--- config.mk ---
export PLATFORM = sky130hd
export DESIGN_NAME = sig_lfsr_top
export DESIGN_NICKNAME = d
export VERILOG_FILES = /design/src/rtl/sig_lfsr_pkg.sv /design/src/rtl/sig_lfsr_regs.sv /design/src/rtl/sig_lfsr_core.sv /design/src/rtl/sig_lfsr_rdmux.sv /design/src/rtl/sig_lfsr_top.sv
export SDC_FILE = /design/constraint.sdc
export NUM_CORES = 1
export LEC_CHECK = 0
export BUFFER_PORTS_ARGS = -buffer_cell sky130_fd_sc_hd__buf_2
export CORE_ASPECT_RATIO = 0.8
export CORE_MARGIN = 2
export CORE_UTILIZATION = 64
export DETAILED_ROUTE_END_ITERATION = 8
export PLACE_DENSITY = 0.86
export SLEW_MARGIN = 20
export SYNTH_ARGS = -nofsm -noshare
export SYNTH_HDL_FRONTEND = slang
export SYNTH_HIERARCHICAL = 1
export SYNTH_SLANG_ARGS = --single-unit
--- constraint.sdc ---
create_clock -name clk -period 3.1 [get_ports clk]
set_input_delay 0.155 -clock clk [delete_from_list [all_inputs] [get_ports clk]]
set_output_delay 0.155 -clock clk [all_outputs]
set_load 0.02 [all_outputs]
--- src/rtl/sig_lfsr_pkg.sv ---
package sig_lfsr_pkg;
    localparam int unsigned STATE_W = 32;
    localparam int unsigned WORD_W  = 16;
    localparam int unsigned CODE_W  = 3;
    localparam int unsigned ADDR_W  = 3;

    localparam logic [ADDR_W-1:0] A_SEL     = 3'd0;
    localparam logic [ADDR_W-1:0] A_SEED_LO = 3'd1;
    localparam logic [ADDR_W-1:0] A_SEED_HI = 3'd2;
    localparam logic [ADDR_W-1:0] A_RES_LO  = 3'd3;
    localparam logic [ADDR_W-1:0] A_RES_HI  = 3'd4;

    localparam logic [STATE_W-1:0] TAPS_A = 32'h0000_00AF;
    localparam logic [STATE_W-1:0] TAPS_B = 32'h1800_0003;
    localparam logic [STATE_W-1:0] TAPS_C = 32'h0000_00C5;

    function automatic logic [STATE_W-1:0] tap_mask(input logic [CODE_W-1:0] code);
        case (code)
            3'd1:    return TAPS_A;
            3'd2:    return TAPS_B;
            3'd3:    return TAPS_C;
            default: return '0;
        endcase
    endfunction

    function automatic logic code_active(input logic [CODE_W-1:0] code);
        return (code == 3'd1) || (code == 3'd2) || (code == 3'd3);
    endfunction
endpackage

--- src/rtl/sig_lfsr_regs.sv ---
module sig_lfsr_regs
    import sig_lfsr_pkg::*;
(
    input  logic               clk,
    input  logic               rst_n,
    input  logic               wr_en,
    input  logic [ADDR_W-1:0]  addr,
    input  logic [WORD_W-1:0]  wdata,
    output logic [CODE_W-1:0]  sel_code,
    output logic [WORD_W-1:0]  seed_lo,
    output logic [WORD_W-1:0]  seed_hi,
    output logic               load_go,
    output logic [STATE_W-1:0] load_val
);
    typedef struct packed {
        logic [CODE_W-1:0] sel;
        logic [WORD_W-1:0] lo;
        logic [WORD_W-1:0] hi;
    } cfg_t;

    cfg_t cfg_d, cfg_q;

    always_comb begin
        cfg_d = cfg_q;
        if (wr_en) begin
            case (addr)
                A_SEL:     cfg_d.sel = wdata[CODE_W-1:0];
                A_SEED_LO: cfg_d.lo  = wdata;
                A_SEED_HI: cfg_d.hi  = wdata;
                default:   ;
            endcase
        end
    end

    always_ff @(posedge clk or negedge rst_n) begin
        if (!rst_n) cfg_q <= '0;
        else        cfg_q <= cfg_d;
    end

    assign sel_code = cfg_q.sel;
    assign seed_lo  = cfg_q.lo;
    assign seed_hi  = cfg_q.hi;
    assign load_go  = wr_en && (addr == A_SEED_HI);
    assign load_val = {wdata, cfg_q.lo};
endmodule

--- src/rtl/sig_lfsr_core.sv ---
module sig_lfsr_core
    import sig_lfsr_pkg::*;
(
    input  logic               clk,
    input  logic               rst_n,
    input  logic [CODE_W-1:0]  sel_code,
    input  logic               load_go,
    input  logic [STATE_W-1:0] load_val,
    input  logic               shift_en,
    input  logic               scan_in,
    output logic [STATE_W-1:0] state
);
    typedef struct packed {
        logic [STATE_W-1:0] sr;
    } core_t;

    core_t core_d, core_q;
    logic  fb;

    always_comb begin
        core_d = core_q;
        fb     = core_q.sr[STATE_W-1] ^ scan_in;
        if (load_go) begin
            core_d.sr = load_val;
        end else if (shift_en && code_active(sel_code)) begin
            core_d.sr = {core_q.sr[STATE_W-2:0], 1'b0} ^ (fb ? tap_mask(sel_code) : '0);
        end
    end

    always_ff @(posedge clk or negedge rst_n) begin
        if (!rst_n) core_q <= '0;
        else        core_q <= core_d;
    end

    assign state = core_q.sr;
endmodule

--- src/rtl/sig_lfsr_rdmux.sv ---
module sig_lfsr_rdmux
    import sig_lfsr_pkg::*;
(
    input  logic               clk,
    input  logic               rst_n,
    input  logic               rd_en,
    input  logic [ADDR_W-1:0]  addr,
    input  logic [STATE_W-1:0] state,
    input  logic [CODE_W-1:0]  sel_code,
    input  logic [WORD_W-1:0]  seed_lo,
    input  logic [WORD_W-1:0]  seed_hi,
    output logic [WORD_W-1:0]  rdata,
    output logic [WORD_W-1:0]  snap_hi
);
    localparam int unsigned PAD_W = WORD_W - CODE_W;

    typedef struct packed {
        logic [WORD_W-1:0] hi;
    } snap_t;

    snap_t snap_d, snap_q;

    always_comb begin
        snap_d = snap_q;
        if (rd_en && (addr == A_RES_LO)) snap_d.hi = state[STATE_W-1:WORD_W];
    end

    always_ff @(posedge clk or negedge rst_n) begin
        if (!rst_n) snap_q <= '0;
        else        snap_q <= snap_d;
    end

    always_comb begin
        case (addr)
            A_SEL:     rdata = {{PAD_W{1'b0}}, sel_code};
            A_SEED_LO: rdata = seed_lo;
            A_SEED_HI: rdata = seed_hi;
            A_RES_LO:  rdata = state[WORD_W-1:0];
            A_RES_HI:  rdata = snap_q.hi;
            default:   rdata = '0;
        endcase
    end

    assign snap_hi = snap_q.hi;
endmodule

--- src/rtl/sig_lfsr_top.sv ---
module sig_lfsr_top
    import sig_lfsr_pkg::*;
(
    input  logic              clk,
    input  logic              rst_n,
    input  logic [ADDR_W-1:0] bus_addr,
    input  logic              bus_wr_en,
    input  logic              bus_rd_en,
    input  logic [WORD_W-1:0] bus_wdata,
    output logic [WORD_W-1:0] bus_rdata,
    input  logic              shift_en,
    input  logic              scan_in
);
    logic [CODE_W-1:0]  sel_code;
    logic [WORD_W-1:0]  seed_lo;
    logic [WORD_W-1:0]  seed_hi;
    logic               load_go;
    logic [STATE_W-1:0] load_val;
    logic [STATE_W-1:0] state;
    logic [WORD_W-1:0]  snap_hi;

    sig_lfsr_regs u_regs (
        .clk      (clk),
        .rst_n    (rst_n),
        .wr_en    (bus_wr_en),
        .addr     (bus_addr),
        .wdata    (bus_wdata),
        .sel_code (sel_code),
        .seed_lo  (seed_lo),
        .seed_hi  (seed_hi),
        .load_go  (load_go),
        .load_val (load_val)
    );

    sig_lfsr_core u_core (
        .clk      (clk),
        .rst_n    (rst_n),
        .sel_code (sel_code),
        .load_go  (load_go),
        .load_val (load_val),
        .shift_en (shift_en),
        .scan_in  (scan_in),
        .state    (state)
    );

    sig_lfsr_rdmux u_rdmux (
        .clk      (clk),
        .rst_n    (rst_n),
        .rd_en    (bus_rd_en),
        .addr     (bus_addr),
        .state    (state),
        .sel_code (sel_code),
        .seed_lo  (seed_lo),
        .seed_hi  (seed_hi),
        .rdata    (bus_rdata),
        .snap_hi  (snap_hi)
    );
endmodule

==> metrics.md, run 1 <==
| Metric | Value |
|---|---|
| Met1 usage | 0.371 |
| Fmax | approximately 480 MHz |
| VDD IR max | 0.000380 V |
| Power Total | 0.00362 W |
| Die H | 78.4 um |
| Routability cong. | 0.787 |
| Detailed Route Iter0 Violations | 264 |
| Synth Area in Compound Gates | 0.113 |
| Largest net degree at the start of global routing | 84 |
| Fin crit share | 0.676 |
| TritonCTS clock tree | done |
| Reg-to-Reg End | u_core/state[20] |
| Total CTS buffers | 9 |
| Vias in the first global route | approximately 2900 |
| Vias/cell | 6.24 |
| DRC violations left | 0 |
| Main combinational cell family by area after synthesis | multiplexers |
| Hold Violations, Final | 0 |
| Final #Nets | 401 |
| #FFs+latches synth | 83 |
| Mux contribution to synthesized area | 0.233 |
| Final wirelength | 9030 um |
| Maxcap violations | 0 |
| Core outline area | 6790 um^2 |
| Yosys warns | 6 |
| Max transition margin | 0.457 |
| Antenna-violating nets left | 0 |
| Syn Area/Cell | 11.7 um^2 |
| # Post-CTS Setup Buffers | 0 |
| Synth Net Count | ~400 |
| Crit path max fanout | 25 |
| Post-cts hold buffer count | 0 |
| Status | finished clean |
| Ys flop type | dfrtp_1 |
| Worst setup path endpoint | u_core/state[20] |
| Initial Util | 0.653 |
| Post-synthesis simple-gate area fraction | 0.0768 |
| Arrival time worst endpoint | around 2300 ps |
| Ant diodes | 0 |
| GRT overflow | 0 |
| P per Cell Area | roughly 800 nW/um^2 |
| Final Max Slew Viols | 0 |
| Dpl ws | roughly 980 ps |
| Layout cells sized above 1 | 0.281 |
| Post-Syn Instances | 379 |
| GR peak layer | met2 |
| R2r worst-path depth | 4 |
| Reg clk slew, reported paths | ~80 ps |
| CP Class | register to register |
| CTS H-Tree Depth | 3 |
| Hpwl dp | 5830 um |
| Least-Margin Pin Slew | 814 ps |
| Critical Path End Type | register |
| Setup_tns | 0 ps |
| Worst EP required | approximately 3300 ps |
| Initial antenna violation count | 0 |
| Via count of the routed design | roughly 2900 |
| Clock sinks | 83 |
| Post-synth EDFFs | 0 |
| Synthesis-to-finish area growth | 3.84% |
| RR Startpoint | u_regs/sel_code[1] |
| Async S/R FF share, synth | 1.00 |
| # port buffers | 40 |
| Reg2reg setup slack | ~1000 ps |
| Cell variety after synth | 36 |
| IO Pins | 41 |
| Leak | 2.04 nW |
| Met3 Track Usage GR | 0.0730 |
| Sequential fraction of the synthesis area | 0.469 |
| Worst setup path startpoint | u_regs/sel_code[1] |
| Netlist Area Pre-Place | 4430 um^2 |
| Tmin final | 2100 ps |
| Met2 usage | 0.372 |
| Critical path startpoint category | register |
| Avg WL per Cell | 19.3 um |
| Final setup violation count | 0 |
| Buffer levels on the longest clock path | 2 |
| Tot GR Track Use | 0.252 |
| CTS resizes | 0 |
| Worst-skew pair later-pin latency | about 360 ps |
| Clk_skew | 10.5 ps |
| HP Class | input pin to register |
| CTS root buffer | clkbuf_8 |
| Adder-cell area share of the yosys netlist | 0 |
| Number of core rows | 27 |
| Setup WS post-layout | roughly 1000 ps |
| RSZ-0062 raised after global routing | false |
| Detailed Routing Iterations Pass 1 | 5 |
| Die ar. | 7610 um^2 |
| Die width | 97.1 um |
| First-pass GRT wire length | 15000 um |
| XOR/XNOR Fraction of Synth Area | 0.00960 |
-- power breakdown --
part	internal (W)	switching, W	total (W)
clock	0.000394	0.000386	0.000780
sequential	0.00148	0.000358	0.00184
combinational	0.000531	0.000470	0.00100
-- critical path, stage by stage, from the launching register on --
cell and delay (ps):
dfrtp_1 590, o211a_2 770, buf_4 280, mux2i_1 220, o21ai_0 100
-- cells in the mapped netlist, types with 2 or more instances --
cell type | number | area, um^2
dfrtp_1 | 83 | 2080
o21ai_0 | 23 | 115
mux2i_1 | 42 | 420
o31ai_1 | 8 | 60.1
buf_2 | 5 | 25.0
buf_6 | 8 | 90.1
nor2b_1 | 3 | 18.8
buf_4 | 37 | 278
o32ai_1 | 3 | 26.3
a22oi_1 | 14 | 105
nand2_1 | 30 | 113
nand2b_1 | 2 | 12.5
nor4_1 | 6 | 37.5
nor4bb_1 | 2 | 20.0
o22ai_1 | 13 | 81.3
xnor2_1 | 2 | 17.5
mux2_1 | 19 | 214
nor3_1 | 6 | 30.0
mux2_4 | 10 | 150
o31a_2 | 6 | 60.1
mux2_2 | 22 | 248
inv_1 | 2 | 7.51
clkbuf_1 | 10 | 37.5
a21o_1 | 3 | 22.5
nor2_1 | 9 | 33.8
-- cell usage in the layout, fill, tap and decap left out, types with 2 or more instances in the layout --
master | netlist | routed
nor3_1 | 6 | 6
nor2_1 | 9 | 9
nand2b_1 | 2 | 2
dfrtp_1 | 83 | 83
mux2_4 | 10 | 10
o31ai_1 | 8 | 8
nor2b_1 | 3 | 3
buf_4 | 37 | 4
nand2_1 | 30 | 30
o21ai_0 | 23 | 23
o32ai_1 | 3 | 3
clkbuf_1 | 10 | 2
buf_2 | 5 | 39
o31a_2 | 6 | 6
nor4_1 | 6 | 6
mux2_2 | 22 | 22
clkinvlp_4 | 0 | 2
inv_1 | 2 | 2
o22ai_1 | 13 | 13
clkbuf_8 | 0 | 10
mux2i_1 | 42 | 42
nor4bb_4 | 0 | 2
xnor2_1 | 2 | 2
a22oi_1 | 14 | 14
a21o_1 | 3 | 3
mux2_1 | 19 | 19
-- logic make-up after synthesis --
kind of cell / Yosys count
muxes: 93
and+or+nand+nor: 64
DFF: 83
buffers and inverters: 62
xor gates and xnor gates: 4
AOI/OAI and AO/OA: 73
-- through the flow --
step	std cells	utilization	hold WS [ps]	instance area, um^2
CTS	467	0.676	0.797	4590
detailed placement	451	0.647	393	4390
global route	468	0.678	39.1	4600
global placement	451	0.647	390	4390
finish	468	0.678	36.3	4600
floorplan	379	-	-141	4430
-- metal layers --
metal	wire length (um)	part of all wire
met2	4060	0.45
met4	55	0.0061
met1	4340	0.48
met3	570	0.063
met5	0	0
-- how the worst min path moves through the flow --
stage / startpoint / to / slack (ps) / depth (start not counted)
6_report: bus_wdata[10] / u_core/state[26] / 40 / 3
5_1_grt: bus_wdata[3] / u_core/state[19] / 40 / 3
4_1_cts: rst_n / u_core/state[22] / 0.8 / 1
3_5_place_dp: rst_n / u_core/state[22] / 390 / 1
3_3_place_gp: rst_n / u_regs/seed_hi[6] / 390 / 1
2_1_floorplan: rst_n / u_core/state[0] / -140 / 0
-- sequential cells by signal, indices dropped and copies added, names as in the netlist --
signal           cells
u_regs/seed_hi      16
u_rdmux/snap_hi     16
u_regs/sel_code      3
u_regs/seed_lo      16
u_core/state        32
-- layout make-up --
class                           count  area, um^2
Fill cell                         510        2190
Clock inverter                      4        50.0
Clock buffer                       12         145
Inverter                            2        7.51
Tap cell                           87         109
Timing Repair Buffer               46         267
Multi-Input combinational cell    234        1950
Sequential cell                    83        2080
Power figures use the tool's default switching activity.
==> run 2, diff against run 1 <==
--- a/config.mk
+++ b/config.mk
@@ -8,9 +8,9 @@
 export BUFFER_PORTS_ARGS = -buffer_cell sky130_fd_sc_hd__buf_2
 export CORE_ASPECT_RATIO = 0.8
 export CORE_MARGIN = 2
-export CORE_UTILIZATION = 64
+export CORE_UTILIZATION = 54
 export DETAILED_ROUTE_END_ITERATION = 8
-export PLACE_DENSITY = 0.86
+export PLACE_DENSITY = 0.77
 export SLEW_MARGIN = 20
 export SYNTH_ARGS = -nofsm -noshare
 export SYNTH_HDL_FRONTEND = slang
==> constraint.sdc (replaced) <==
create_clock -name clk -period 1.8 [get_ports clk]
set_input_delay 0.09 -clock clk [delete_from_list [all_inputs] [get_ports clk]]
set_output_delay 0.09 -clock clk [all_outputs]
set_load 0.02 [all_outputs]
==> run 2 against run 1 <==
Net effect: clock power up 58%; combinational power is 85% higher; final area rose by 6.6%; global-route usage shrank 2.0 points; cell count up 10%; hold slack worse by 12 ps.
==> metrics.md, run 2 (same netlist as run 1, synthesis figures left out) <==
| Metric | Value |
|---|---|
| # Post-CTS Setup Buffers | 0 |
| Maxcap violations | 0 |
| # port buffers | 40 |
| Max FFs per register | 32 |
| Clk_skew | 10.1 ps |
| Total CTS buffers | 9 |
| Final #Nets | 429 |
| Worst EP required | 2030 ps |
| GR peak layer | met1 |
| Combinational power share | 0.298 |
| Leak | 2.17 nW |
| Initial Util | 0.558 |
| Layout cells sized above 1 | 0.298 |
| Vias/cell | between 5 and 6 |
| CP Class | register to register |
| P_int | 0.00412 W |
| Largest net degree at the start of global routing | about 50 |
| Die width | 105 um |
| Met2 usage | 0.342 |
| Critical path startpoint category | register |
| Met3 Track Usage GR | 0.0584 |
| Tmin final | 1670 ps |
| Sw Pwr | 0.00210 W |
| Arrival time worst endpoint | roughly 1900 ps |
| DRC violations left | 0 |
| Setup_tns | 0 ps |
| First-pass GRT wire length | roughly 16000 um |
| Power Total | 0.00622 W |
| Buffer levels on the longest clock path | 2 |
| CTS root buffer | clkbuf_8 |
| Synthesis-to-finish area growth | 10.7% |
| Setup WS post-layout | between 100 and 150 ps |
| Most common cell after layout, fill and taps aside | dfrtp_1 |
| Met1 usage | 0.347 |
| TritonCTS clock tree | done |
| Detailed Routing Iterations Pass 1 | 5 |
| Tot GR Track Use | 0.231 |
| Fin crit share | 0.929 |
| GRT overflow | 0 |
| Via count of the routed design | ~3100 |
| Finished Cell Area | 4910 um^2 |
| Die H | between 80 and 90 um |
| Most frequent cells in the layout | 83 x dfrtp_1, 42 x mux2i_1, 39 x buf_2 |
| Number of core rows | 29 |
| Final setup violation count | 0 |
| Clock sinks | 83 |
| HP Class | input pin to register |
| Avg WL per Cell | 18.7 um |
| Max transition margin | 0.608 |
| Final wirelength | 9690 um |
| Least-Margin Pin Slew | 586 ps |
| Hold Violations, Final | 0 |
| VDD IR max | 0.000724 V |
| Reg clk slew, reported paths | 90 ps |
| CTS H-Tree Depth | 3 |
| Status | finished clean |
| Fmax | 598 MHz |
| Worst-skew pair later-pin latency | approximately 350 ps |
| Vias in the first global route | 3052 |
| Dpl ws | 150 ps |
| Routability cong. | just over 0.8 |
| Clock group share of total power | 0.198 |
| Post-place instance area | 4580 um^2 |
| Final Max Slew Viols | 0 |
| Critical Path End Type | register |
| Hpwl dp | 6540 um |
| RSZ-0062 raised after global routing | false |
| Initial antenna violation count | 0 |
| Die ar. | 8950 um^2 |
| Reg power frac | 0.505 |
| Antenna-violating nets left | 0 |
| IO Pins | 41 |
| Detailed Route Iter0 Violations | 204 |
| Sw Share | 0.337 |
| Core outline area | around 7900 um^2 |
| Crit path max fanout | 14 |
| P per Cell Area | about 1300 nW/um^2 |
| Ant diodes | 0 |
==> run 2: cell types whose count changed in the layout (fill, tap and decap cells not counted), sizes merged <==
cell and delta:
clkinv +1, bufinv -1, buf +14, dlygate4sd3 +14
==> run 2: area by class of cell <==
class	instances	area (um^2)
Tap cell	108	135
Fill cell	662	3040
Clock buffer	12	155
Inverter	2	7.51
Timing Repair Buffer	74	558
Clock inverter	4	25.0
Multi-Input combinational cell	234	1950
Sequential cell	83	2080
==> run 2: worst paths after layout <==
| kind | startpoint | end | slack [ps] | cells after the start |
|---|---|---|---|---|
| max | u_core/state[31] | u_core/state[7] | 130 | 4 |
| min | bus_wdata[2] | u_core/state[18] | 20 | 3 |
| max reg2reg | u_core/state[31] | u_core/state[7] | 130 | 4 |
| min reg2reg | u_regs/seed_hi[14] | u_regs/seed_hi[14] | 490 | 1 |
| max in group asynchronous | rst_n | u_core/state[10] | 950 | 3 |
| min in group asynchronous | rst_n | u_regs/seed_lo[15] | 250 | 2 |
==> run 2: critical path, cell delays in order (launching register included) <==
cell and delay [ps]:
dfrtp_1 430, xnor2_2 490, nor2_1 170, xor2_1 180, a221o_1 300
==> run 2: metrics by stage <==
step	instances	util	hold WS, ps
after floorplan	379	-	-206
after global placement	486	0.576	93.4
after detailed placement	486	0.576	96.1
after CTS	517	0.617	11.4
after global routing	517	0.617	20.7
final	517	0.617	24.3
==> run 2: metal layers <==
metal / share of wire / vias to the layer above / wire, um
met3: 0.064 / 11 / 620
met2: 0.44 / 107 / 4290
met4: 0.0090 / 0 / 87
li1: - / 1383 / -
met1: 0.48 / 1554 / 4690
met5: 0 / - / 0
==> run 2: what timing repair did <==
item	CTS	global route
gates resized for setup	0	0
hold endpoints to repair	72	0
hold buffers	15	0
==> run 2: power groups by stage <==
stage / Combinational [W] / Sequential (W) / Clock, W
after floorplan: 0.00156 / 0.00295 / 0
after global placement: 0.00174 / 0.00312 / 0
after detailed placement: 0.00182 / 0.00316 / 0
after CTS: 0.00185 / 0.00313 / 0.00127
after global routing: 0.00204 / 0.00323 / 0.00136
final: 0.00185 / 0.00314 / 0.00123
